--- src/rtl/arinc_tx.sv ---
module arinc_tx #(
  parameter int DEPTH     = 512,
  parameter int HALF_FAST = 625,
  parameter int GAP_BITS  = 4,
  localparam int CNT_W    = $clog2(DEPTH + 1)
) (
  input  logic             clk,
  input  logic             rst_n,
  input  logic             ctrl_we,
  input  logic [7:0]       ctrl_wdata,
  output logic [7:0]       ctrl_q,
  output logic [7:0]       status_q,
  output logic             irq,
  input  logic [CNT_W-1:0] fifo_count,
  input  logic [31:0]      fifo_word,
  output logic             fifo_pop,
  output logic             line_hi,
  output logic             line_lo
);
  localparam int HALF_SLOW = HALF_FAST * 8;
  localparam int HW        = $clog2(HALF_SLOW + 1);
  localparam int GW        = $clog2(2 * GAP_BITS + 1);
  localparam int LVL_STEP  = (DEPTH / 64 > 0) ? DEPTH / 64 : 1;

  typedef enum logic [1:0] {S_IDLE, S_SEND, S_GAP} st_t;

  st_t            st;
  logic [31:0]    shreg;
  logic [4:0]     bit_n;
  logic           half;
  logic [HW-1:0]  hcnt;
  logic [GW-1:0]  gcnt;
  logic           fast_q;

  logic [HW-1:0]  half_last;
  logic           half_end;
  logic           empty, at_lvl, full, busy;

  function automatic logic [31:0] line_order(input logic [31:0] w, input logic par_en);
    logic [31:0] s;
    logic [31:0] v;
    v = w;
    if (par_en) v[31] = ~^w[30:0];
    for (int i = 0; i < 8; i++) s[i] = v[7-i];
    for (int i = 8; i < 32; i++) s[i] = v[i];
    return s;
  endfunction

  assign half_last = fast_q ? HW'(HALF_FAST - 1) : HW'(HALF_SLOW - 1);
  assign half_end  = (hcnt == half_last);
  assign busy      = (st != S_IDLE);
  assign fifo_pop  = (st == S_IDLE) && (fifo_count != '0);

  assign line_hi = (st == S_SEND) && !half &&  shreg[0];
  assign line_lo = (st == S_SEND) && !half && !shreg[0];

  assign empty    = (fifo_count == '0);
  assign full     = (fifo_count == CNT_W'(DEPTH));
  assign at_lvl   = 32'(fifo_count) >= 32'(ctrl_q[7:2]) * LVL_STEP;
  assign status_q = {3'b000, fast_q, busy, full, at_lvl, empty};
  assign irq      = empty | at_lvl | full;

  always_ff @(posedge clk) begin
    if (!rst_n) ctrl_q <= 8'h00;
    else if (ctrl_we) ctrl_q <= ctrl_wdata;
  end

  always_ff @(posedge clk) begin
    if (!rst_n) begin
      st     <= S_IDLE;
      shreg  <= '0;
      bit_n  <= '0;
      half   <= 1'b0;
      hcnt   <= '0;
      gcnt   <= '0;
      fast_q <= 1'b0;
    end else begin
      case (st)
        S_IDLE: begin
          if (fifo_pop) begin
            shreg  <= line_order(fifo_word, ctrl_q[1]);
            fast_q <= ctrl_q[0];
            bit_n  <= '0;
            half   <= 1'b0;
            hcnt   <= '0;
            st     <= S_SEND;
          end
        end
        S_SEND: begin
          if (half_end) begin
            hcnt <= '0;
            half <= ~half;
            if (half) begin
              shreg <= shreg >> 1;
              bit_n <= bit_n + 5'd1;
              if (bit_n == 5'd31) begin
                gcnt <= '0;
                st   <= S_GAP;
              end
            end
          end else begin
            hcnt <= hcnt + 1'b1;
          end
        end
        S_GAP: begin
          if (half_end) begin
            hcnt <= '0;
            gcnt <= gcnt + 1'b1;
            if (gcnt == GW'(2 * GAP_BITS - 1)) st <= S_IDLE;
          end else begin
            hcnt <= hcnt + 1'b1;
          end
        end
        default: st <= S_IDLE;
      endcase
    end
  end
endmodule

--- config.mk ---
export PLATFORM = sky130hd
export DESIGN_NAME = arinc_tx
export DESIGN_NICKNAME = d
export VERILOG_FILES = /design/src/rtl/arinc_tx.sv
export SDC_FILE = /design/constraint.sdc
export NUM_CORES = 1
export LEC_CHECK = 0
export CAP_MARGIN = 20
export CORE_UTILIZATION = 45
export CTS_BUF_LIST = sky130_fd_sc_hd__clkbuf_8
export DETAILED_ROUTE_END_ITERATION = 8
export PLACE_DENSITY = 0.71
export SLEW_MARGIN = 20
export SYNTH_ARGS = -nofsm -noshare
export SYNTH_HDL_FRONTEND = slang
export SYNTH_SLANG_ARGS = --single-unit
--- constraint.sdc ---
create_clock -name clk -period 5.32 [get_ports clk]
set_input_delay 1.596 -clock clk [delete_from_list [all_inputs] [get_ports clk]]
set_output_delay 1.596 -clock clk [all_outputs]
set_load 0.02 [all_outputs]
==> impl_metrics.toml, run 1 <==
[cells_and_area]
mostFrequentLayoutCells = "clkdlybuf4s50_1, dfxtp_1, nor2_1"
final_cells = 561
diodes = 0
nNetsFinal = 518
fin_area_um2 = 4690
syn_to_final_growth_pct = 23.4
num-fill-cells = 737
drive_gt1_frac = 0.134
layout_commonest_cell = "clkdlybuf4s50_1"

[sta]
finalHoldViolCount = 0
fin_crit_sh = 0.968
rsz0062_at_grt = "false"
setup_viol = 0
fmax_mhz = 194
worst_slew_pin_slew_ns = 0.874
slew_violations = 0
skew_ns = 0.00592
min_period_ns = 5.15
setup_tns_ns = 0
relSlewSlack = 0.417

[placed_design]
hpwl_um = 5410
placed_cells = 545
port_buffers = 69
placed_cell_area_um2 = 4470
gp_congestion = 0.792

[flow_run]
maxCapViolCount = 0

[cts]
clk_latency_ns = 0.33
hold_buffers = 0
cts.sinks = 66
clock_path_buffers = 2
clockRootBuffer = "clkbuf_8"
cts-buffers-inserted = 9
cts_repair_resize_count = 0
h-tree-depth = 3
cts_tree = "built"
post_cts_buffers = 0
path_clk_slew_ns = 0.07

[route]
first_pass_iters = 4
drt_wl_total_um = 7790
drc = 0
routed_via_density = 5.26
antenna_left = 0
drt_iter0_markers = 60
wl_per_cell_um = 13.9
vias = 2951

[floorplan]
die_x_um = 93.9
num_io_pins = 73
fp.dieH_um = 93.9
initial_utilization = 0.463
rows = 33
dieArea_um2 = 8820
coreArea_um2 = 8220

[synth]
syn_avg_cell_area_um2 = 9.63
yosysSeqAreaShare = 0.347
yosysUniqueCellTypes = 54
synth-edff-count = 0
synthArstFlopShare = 0
netlist_instances = 395
syn_area_um2 = 3800
synthFlopType = "dfxtp_1"
yosysWarnings = 0
ys_seq_elements = 66

[pwr]
power.density_nw_per_um2 = 460
p_int_mw = 1.31
pwr-share-comb = 0.478
p_sw_frac = 0.391
p_sw_uw = 843
seq_power_share = 0.312
max-vdd-ir-drop_uv = 311
clockPowerShare = 0.210
power_leakage_nw = 1.78

[worst_setup_path]
critPathLaunchType = "input pin"
r2r_start = "st[1]"
worst-setup-path-type = "in2out"
crit_fanout = 5
reg2reg_to = "shreg[1]"
r2r_slack_ns = 2.56
crit_arrival_ns = 3.55
required_ns = 3.72
end_kind = "output pin"
ff2ff_path_depth = 8

[global_routing]
grt.overflow.total = 0
grt_pass1_wl_um = 12800
grt_pass1_vias = 2861
antenna_found_initial = 0
grt_max_degree = 71
track_usage = 0.185

[outcome]
status = "finished, final reports clean"

[worst_hold_path]
hold_path.startpoint = "st[1]"
hold_path_class = "reg2reg"
hold_depth = 2
holdPathEnd = "st[1]"
## layout make-up
cell class | count | area [um2] | share of cell area
clock inverters | 3 | 37.5 | 0.00800
multi-input cells | 289 | 2260 | 0.482
well taps | 105 | 131 | 0.0280
clock buffers | 13 | 179 | 0.0381
flip-flops and latches | 66 | 1320 | 0.282
repair buffers | 71 | 708 | 0.151
inverters | 14 | 53.8 | 0.0115
## per-layer routing
metal,global-route usage,share of wire
met2,0.305,0.46
met4,0.0692,0.0087
met1,0.230,0.47
met5,0,0
met3,0.0494,0.061
## how the worst max path moves through the flow
stage,depth (start not counted),slack [ns],startpoint,end
after global routing,8,0.05,fifo_count[3],status_q[1]
after global placement,9,0.14,fifo_count[3],irq
after CTS,9,0.06,fifo_count[3],irq
after floorplan,5,1.13,fifo_count[7],irq
final,6,0.17,fifo_count[5],fifo_pop
after detailed placement,9,0.09,fifo_count[3],irq
## power by group through the flow
stage | combinational, mW | sequential, mW | clock [mW]
2_1_floorplan | 0.898 | 0.670 | 0
3_3_place_gp | 1.01 | 0.677 | 0
3_5_place_dp | 1.03 | 0.684 | 0
4_1_cts | 1.04 | 0.673 | 0.467
5_1_grt | 1.14 | 0.686 | 0.484
6_report | 1.03 | 0.673 | 0.453
## state kept, by name (all words and copies together), names as in the netlist
name / flops
gcnt: 4
half: 1
st: 2
ctrl_q: 8
bit_n: 5
hcnt: 13
fast_q: 1
shreg: 32
## logic make-up after synthesis
| kind of cell | after synthesis | share of synthesized area |
|---|---|---|
| simple gates | 121 | 0.150 |
| fa+ha+maj | 14 | 0.0461 |
| mux | 43 | 0.113 |
| compound gates | 70 | 0.178 |
| other cells | 1 | 0.000986 |
| xor+xnor | 38 | 0.102 |
| flops | 66 | 0.347 |
| buf+inv | 42 | 0.0619 |
## worst max-delay path, stage by stage
cell             delay (ns)
clkdlybuf4s50_1        0.45
nor4_1                 0.38
nand3_1                0.22
o21ai_2                0.25
inv_2                  0.10
clkdlybuf4s50_1        0.55
## cell usage after synthesis, types with 5 or more instances
cell,n,area [um2]
dfxtp_1,66,1320
nor2_1,63,236
mux2i_1,43,430
a211oi_2,31,388
xnor2_1,30,263
ha_1,14,175
nand2_1,14,52.6
inv_1,12,45.0
clkbuf_1,11,41.3
nand3_1,11,55.1
buf_4,10,75.1
a21oi_1,8,40.0
buf_6,5,56.3
nor3_1,5,25.0
## stage by stage
step	worst slack, ns	hold WS [ns]	power [mW]	util
6_report	0.170	0.483	2.16	0.571
5_1_grt	0.0514	0.505	2.31	0.571
4_1_cts	0.0579	0.486	2.18	0.570
3_5_place_dp	0.0948	0.476	1.72	0.544
3_3_place_gp	0.145	0.460	1.69	0.544
2_1_floorplan	1.13	0.449	1.57	-
Power figures use the tool's default switching activity.
==> run 2: changes to the inputs <==
--- a/config.mk
+++ b/config.mk
@@ -10,6 +10,7 @@
 export CTS_BUF_LIST = sky130_fd_sc_hd__clkbuf_8
 export DETAILED_ROUTE_END_ITERATION = 8
 export PLACE_DENSITY = 0.71
+export SKIP_LAST_GASP = 1
 export SLEW_MARGIN = 20
 export SYNTH_ARGS = -nofsm -noshare
 export SYNTH_HDL_FRONTEND = slang
==> constraint.sdc (replaced) <==
create_clock -name clk -period 5.32 [get_ports clk]
set_input_delay 1.064 -clock clk [delete_from_list [all_inputs] [get_ports clk]]
set_output_delay 1.064 -clock clk [all_outputs]
set_load 0.02 [all_outputs]
==> run 2 against run 1 <==
  * Worst hold slack gained 0.0013 ns
  * Register-to-register slack worse by 0.09 ns
  * Maximum frequency up 23%
  * Via count fell by 0.44%
  * Clock-buffer cell count is 3 lower
  * Power rose by 1.4%
  * Clock skew up 0.0015 ns
  * Sequential share of layout area is essentially flat
  * Final cell count did not move
  * Die area is the same
  * Design area about the same
  * Critical path depth up 3
==> impl_metrics.toml, run 2 (same netlist as run 1, synthesis figures left out) <==
[global_routing]
antenna_found_initial = 0
track_usage = 0.191
grt_max_degree = 71
grt.overflow.total = 0
grt_pass1_vias = 2861
grt_pass1_wl_um = 13100

[sta]
slew_violations = 0
hold_slack_ns = 0.484
min_period_ns = 4.19
fmax_mhz = 239
setup_viol = 0
finalHoldViolCount = 0
relSlewSlack = 0.413
rsz0062_at_grt = "false"
setup_tns_ns = 0
fin_crit_sh = 0.787
worst_slew_pin_slew_ns = 0.880
fin_ws_ns = 1.13
skew_ns = 0.00743

[pwr]
seq_power_share = 0.307
max-vdd-ir-drop_uv = 259
p_sw_uw = 861
p_sw_frac = 0.393
clockPowerShare = 0.221
p_int_mw = 1.33
power_mw = 2.19
power_leakage_nw = 1.77
pwr-share-comb = 0.472
power.density_nw_per_um2 = 466

[worst_setup_path]
critPathLaunchType = "input pin"
end_kind = "output pin"
required_ns = 4.26
crit_arrival_ns = 3.12
worst-setup-path-type = "in2out"
crit_fanout = 2

[placed_design]
hpwl_um = 5410
port_buffers = 69
gp_congestion = 0.789
dp_slack_ns = 1.14

[route]
drc = 0
antenna_left = 0
drt_wl_total_um = 7760
routed_via_density = 5.24
first_pass_iters = 6
vias = 2938
wl_per_cell_um = 13.8
drt_iter0_markers = 66

[cells_and_area]
diodes = 0
drive_gt1_frac = 0.136
mostFrequentLayoutCells = "clkdlybuf4s50_1, dfxtp_1, nor2_1"
layout_commonest_cell = "clkdlybuf4s50_1"
nNetsFinal = 518
largest_reg_flops = 32
syn_to_final_growth_pct = 23.5
multiInputGateArea_um2 = 2260
reg_top3 = "shreg (32), hcnt (13), ctrl_q (8)"
regMostFlops = "shreg"
num-fill-cells = 739
ff_latch_area_um2 = 1320

[flow_run]
maxCapViolCount = 0

[outcome]
status = "finished, final reports clean"

[floorplan]
coreArea_um2 = 8220
num_io_pins = 73
dieArea_um2 = 8820
initial_utilization = 0.463
die_x_um = 93.9
fp.dieH_um = 93.9
rows = 33

[cts]
cts_tree = "built"
post_cts_buffers = 0
path_clk_slew_ns = 0.07
cts_repair_resize_count = 0
clockRootBuffer = "clkbuf_8"
hold_buffers = 0
cts-buffers-inserted = 9
h-tree-depth = 3
clock_path_buffers = 2
cts.sinks = 66
clk_latency_ns = 0.35

[worst_hold_path]
hold_path_class = "reg2reg"
-- run 2: cell count changes in the layout (fill, tap and decap cells not counted) --
cell | before | now
clkbuf_8 | 13 | 10
clkinvlp_4 | 0 | 2
inv_1 | 14 | 12
bufinv_16 | 1 | 2
clkdlybuf4s50_1 | 68 | 69
clkinv_2 | 1 | 2
dlymetal6s2s_1 | 1 | 0
inv_6 | 0 | 1
nor3_1 | 4 | 5
nor3_2 | 2 | 1
-- run 2: cell type report --
| class | instances | area share |
|---|---|---|
| flip-flops and latches | 66 | 0.281 |
| clock inverters | 6 | 0.0189 |
| clock buffers | 10 | 0.0293 |
| multi-input cells | 289 | 0.481 |
| repair buffers | 71 | 0.150 |
| inverters | 14 | 0.0115 |
| well taps | 105 | 0.0280 |
-- run 2: power groups by stage --
stage / Sequential [mW] / Clock [mW] / Combinational (mW)
finish: 0.672 / 0.484 / 1.03
global route: 0.687 / 0.518 / 1.14
floorplan: 0.670 / 0 / 0.898
CTS: 0.671 / 0.499 / 1.04
global placement: 0.677 / 0 / 1.01
detailed placement: 0.682 / 0 / 1.04
-- run 2: metrics by stage --
step / util / cell area (um2) / cells
6_report: 0.571 / 4690 / 561
5_1_grt: 0.571 / 4690 / 561
4_1_cts: 0.571 / 4690 / 561
3_5_place_dp: 0.544 / 4470 / 545
3_3_place_gp: 0.544 / 4470 / 545
2_1_floorplan: - / 3810 / 397
-- run 2: worst max-delay path, cell delays in order --
cell and delay [ns]:
clkdlybuf4s50_1 0.48, inv_1 0.05, ha_1 0.27, a21boi_0 0.07, o21bai_1 0.15, a21oi_1 0.08, o21ai_0 0.21, nand2b_1 0.14
clkdlybuf4s50_1 0.61
-- run 2: metal layers --
| layer | vias to the layer above | GRT usage | part of all wire | routed length (um) |
|---|---|---|---|---|
| met5 | - | 0 | 0 | 0 |
| met1 | 1340 | 0.233 | 0.47 | 3640 |
| li1 | 1494 | - | - | - |
| met3 | 11 | 0.0647 | 0.071 | 553 |
| met2 | 93 | 0.308 | 0.45 | 3470 |
| met4 | 0 | 0.0718 | 0.013 | 99 |
-- run 2: path summary, 6_finish.rpt --
| path | cells past startpoint | from | to | slack (ns) |
|---|---|---|---|---|
| worst min-delay path | 2 | st[0] | st[0] | 0.48 |
| worst min register to register | 2 | st[0] | st[0] | 0.48 |
| worst max-delay path | 9 | fifo_count[3] | irq | 1.13 |
| worst max register to register | 8 | st[1] | shreg[0] | 2.47 |
==> run 3: changes to the inputs <==
--- a/config.mk
+++ b/config.mk
@@ -9,7 +9,7 @@
 export CORE_UTILIZATION = 45
 export CTS_BUF_LIST = sky130_fd_sc_hd__clkbuf_8
 export DETAILED_ROUTE_END_ITERATION = 8
-export PLACE_DENSITY = 0.71
+export PLACE_DENSITY = 0.74
 export SKIP_LAST_GASP = 1
 export SLEW_MARGIN = 20
 export SYNTH_ARGS = -nofsm -noshare
==> constraint.sdc (replaced) <==
create_clock -name clk -period 3.8 [get_ports clk]
set_input_delay 0.76 -clock clk [delete_from_list [all_inputs] [get_ports clk]]
set_output_delay 0.76 -clock clk [all_outputs]
set_load 0.02 [all_outputs]
==> run 3 against run 2 <==
  * Clock power rose by 20%
  * Non-clock buffer count rose by 3
  * Sequential share of layout area rose by 0.060 points
  * Combinational power rose by 41%
  * Largest power group unchanged
  * Clock-buffer cell count did not move
  * Worst hold slack got worse by 0.0057 ns
  * Sequential cell count did not move
  * Global-route usage fell by 0.23 points
  * Clock skew rose by 0.0014 ns
==> impl_metrics.toml, run 3 (same netlist as run 1, synthesis figures left out) <==
[sta]
fmax_mhz = 281
setup_tns_ns = 0
relSlewSlack = 0.470
rsz0062_at_grt = "false"
fin_ws_ns = 0.244
setup_viol = 0
fin_crit_sh = 0.936
min_period_ns = 3.56
worst_slew_pin_slew_ns = 0.795
finalHoldViolCount = 0
slew_violations = 0
skew_ns = 0.00883

[cells_and_area]
num-fill-cells = 738
fin_util = 0.570
layout_commonest_cell = "clkdlybuf4s50_1"
nNetsFinal = 521
reg_top3 = "shreg (32), hcnt (13), ctrl_q (8)"
syn_to_final_growth_pct = 23.2
regMostFlops = "shreg"
largest_reg_flops = 32
drive_gt1_frac = 0.139
diodes = 0
mostFrequentLayoutCells = "clkdlybuf4s50_1, dfxtp_1, nor2_1"
final_cells = 564

[placed_design]
port_buffers = 69
placed_cells = 548
dp_slack_ns = 0.238
hpwl_um = 5690
gp_congestion = 0.802

[cts]
clockRootBuffer = "clkbuf_8"
clock_path_buffers = 2
hold_buffers = 0
cts_tree = "built"
path_clk_slew_ns = 0.07
cts-buffers-inserted = 9
post_cts_buffers = 0
cts.sinks = 66
cts_repair_resize_count = 0
h-tree-depth = 3
clk_latency_ns = 0.34

[global_routing]
track_usage = 0.188
grt.overflow.total = 0
grt_pass1_vias = 2995
grt_max_degree = 71
antenna_found_initial = 0
grt_pass1_wl_um = 13200

[pwr]
power.density_nw_per_um2 = 635
power_leakage_nw = 1.78
max-vdd-ir-drop_uv = 357
power_mw = 2.98

[floorplan]
dieArea_um2 = 8820
fp.dieH_um = 93.9
die_x_um = 93.9
initial_utilization = 0.463
coreArea_um2 = 8220
rows = 33
num_io_pins = 73

[worst_setup_path]
cp_cell_sequence = "clkdlybuf4s50_1 -> inv_1 -> ha_1 -> a21boi_0 -> o21bai_1 -> a21oi_1 -> o21ai_0 -> nand2b_1 -> clkdlybuf4s50_1"
worst-setup-path-type = "in2out"
cpPeakStageDelay_ns = 0.60
critPathMostFrequentCell = "clkdlybuf4s50_1"
crit_fanout = 2
cp_slowest_cell = "clkdlybuf4s50_1"
crit_arrival_ns = 2.80
critPathLaunchType = "input pin"
required_ns = 3.04
end_kind = "output pin"

[route]
drt_wl_total_um = 7650
drt_iter0_markers = 60
routed_via_density = 5.23
antenna_left = 0
drc = 0
first_pass_iters = 4
vias = 2949
wl_per_cell_um = 13.6

[flow_run]
maxCapViolCount = 0

[worst_hold_path]
hold_path_class = "reg2reg"

[outcome]
status = "finished, final reports clean"
-- run 3: changes by cell type in the layout (fill, tap and decap cells not counted) --
cell	change
buf_4	+3
clkinvlp_4	-2
bufinv_16	-1
clkinv_2	+1
clkinv_4	+1
inv_1	+1
inv_2	+1
inv_6	-1
-- run 3: metrics by stage --
stage	instance area [um2]	hold WS [ns]
detailed placement	4490	0.465
global route	4680	0.499
global placement	4490	0.459
finish	4680	0.478
CTS	4680	0.476
floorplan	3810	0.449
-- run 3: report_power, final --
part	switching (mW)	total, mW	internal (mW)
Sequential	0.0896	0.942	0.852
Clock	0.266	0.582	0.316
Combinational	0.825	1.45	0.627
-- run 3: area by class of cell --
class,count,area [um2],share of cell area
Inverter,14,52.6,0.0112
Multi-Input combinational cell,289,2260,0.482
Timing Repair Buffer,74,728,0.155
Sequential cell,66,1320,0.282
Clock inverter,6,57.6,0.0123
Clock buffer,10,138,0.0294
Tap cell,105,131,0.0280
-- run 3: final timing paths --
path / slack (ns) / end / cells after the start / from
max: 0.24 / irq / 9 / fifo_count[3]
min: 0.48 / bit_n[4] / 2 / bit_n[4]
max reg2reg: 1.32 / bit_n[2] / 7 / hcnt[4]
min reg2reg: 0.48 / bit_n[4] / 2 / bit_n[4]
-- run 3: worst max-delay path, delay by kind of cell --
family | cells | cell delay, ns
buffers and inverters | 3 | 1.13
AND/OR/NAND/NOR | 1 | 0.15
AO/OA/AOI/OAI | 4 | 0.50
adder cells (fa/ha/maj) | 1 | 0.27
-- run 3: routing by layer --
metal | vias to the layer above | wire (um) | global-route usage
li1 | 1506 | - | -
met1 | 1368 | 3570 | 0.221
met2 | 68 | 3580 | 0.326
met3 | 7 | 426 | 0.0494
met4 | 0 | 72 | 0.0718
met5 | - | 0 | 0
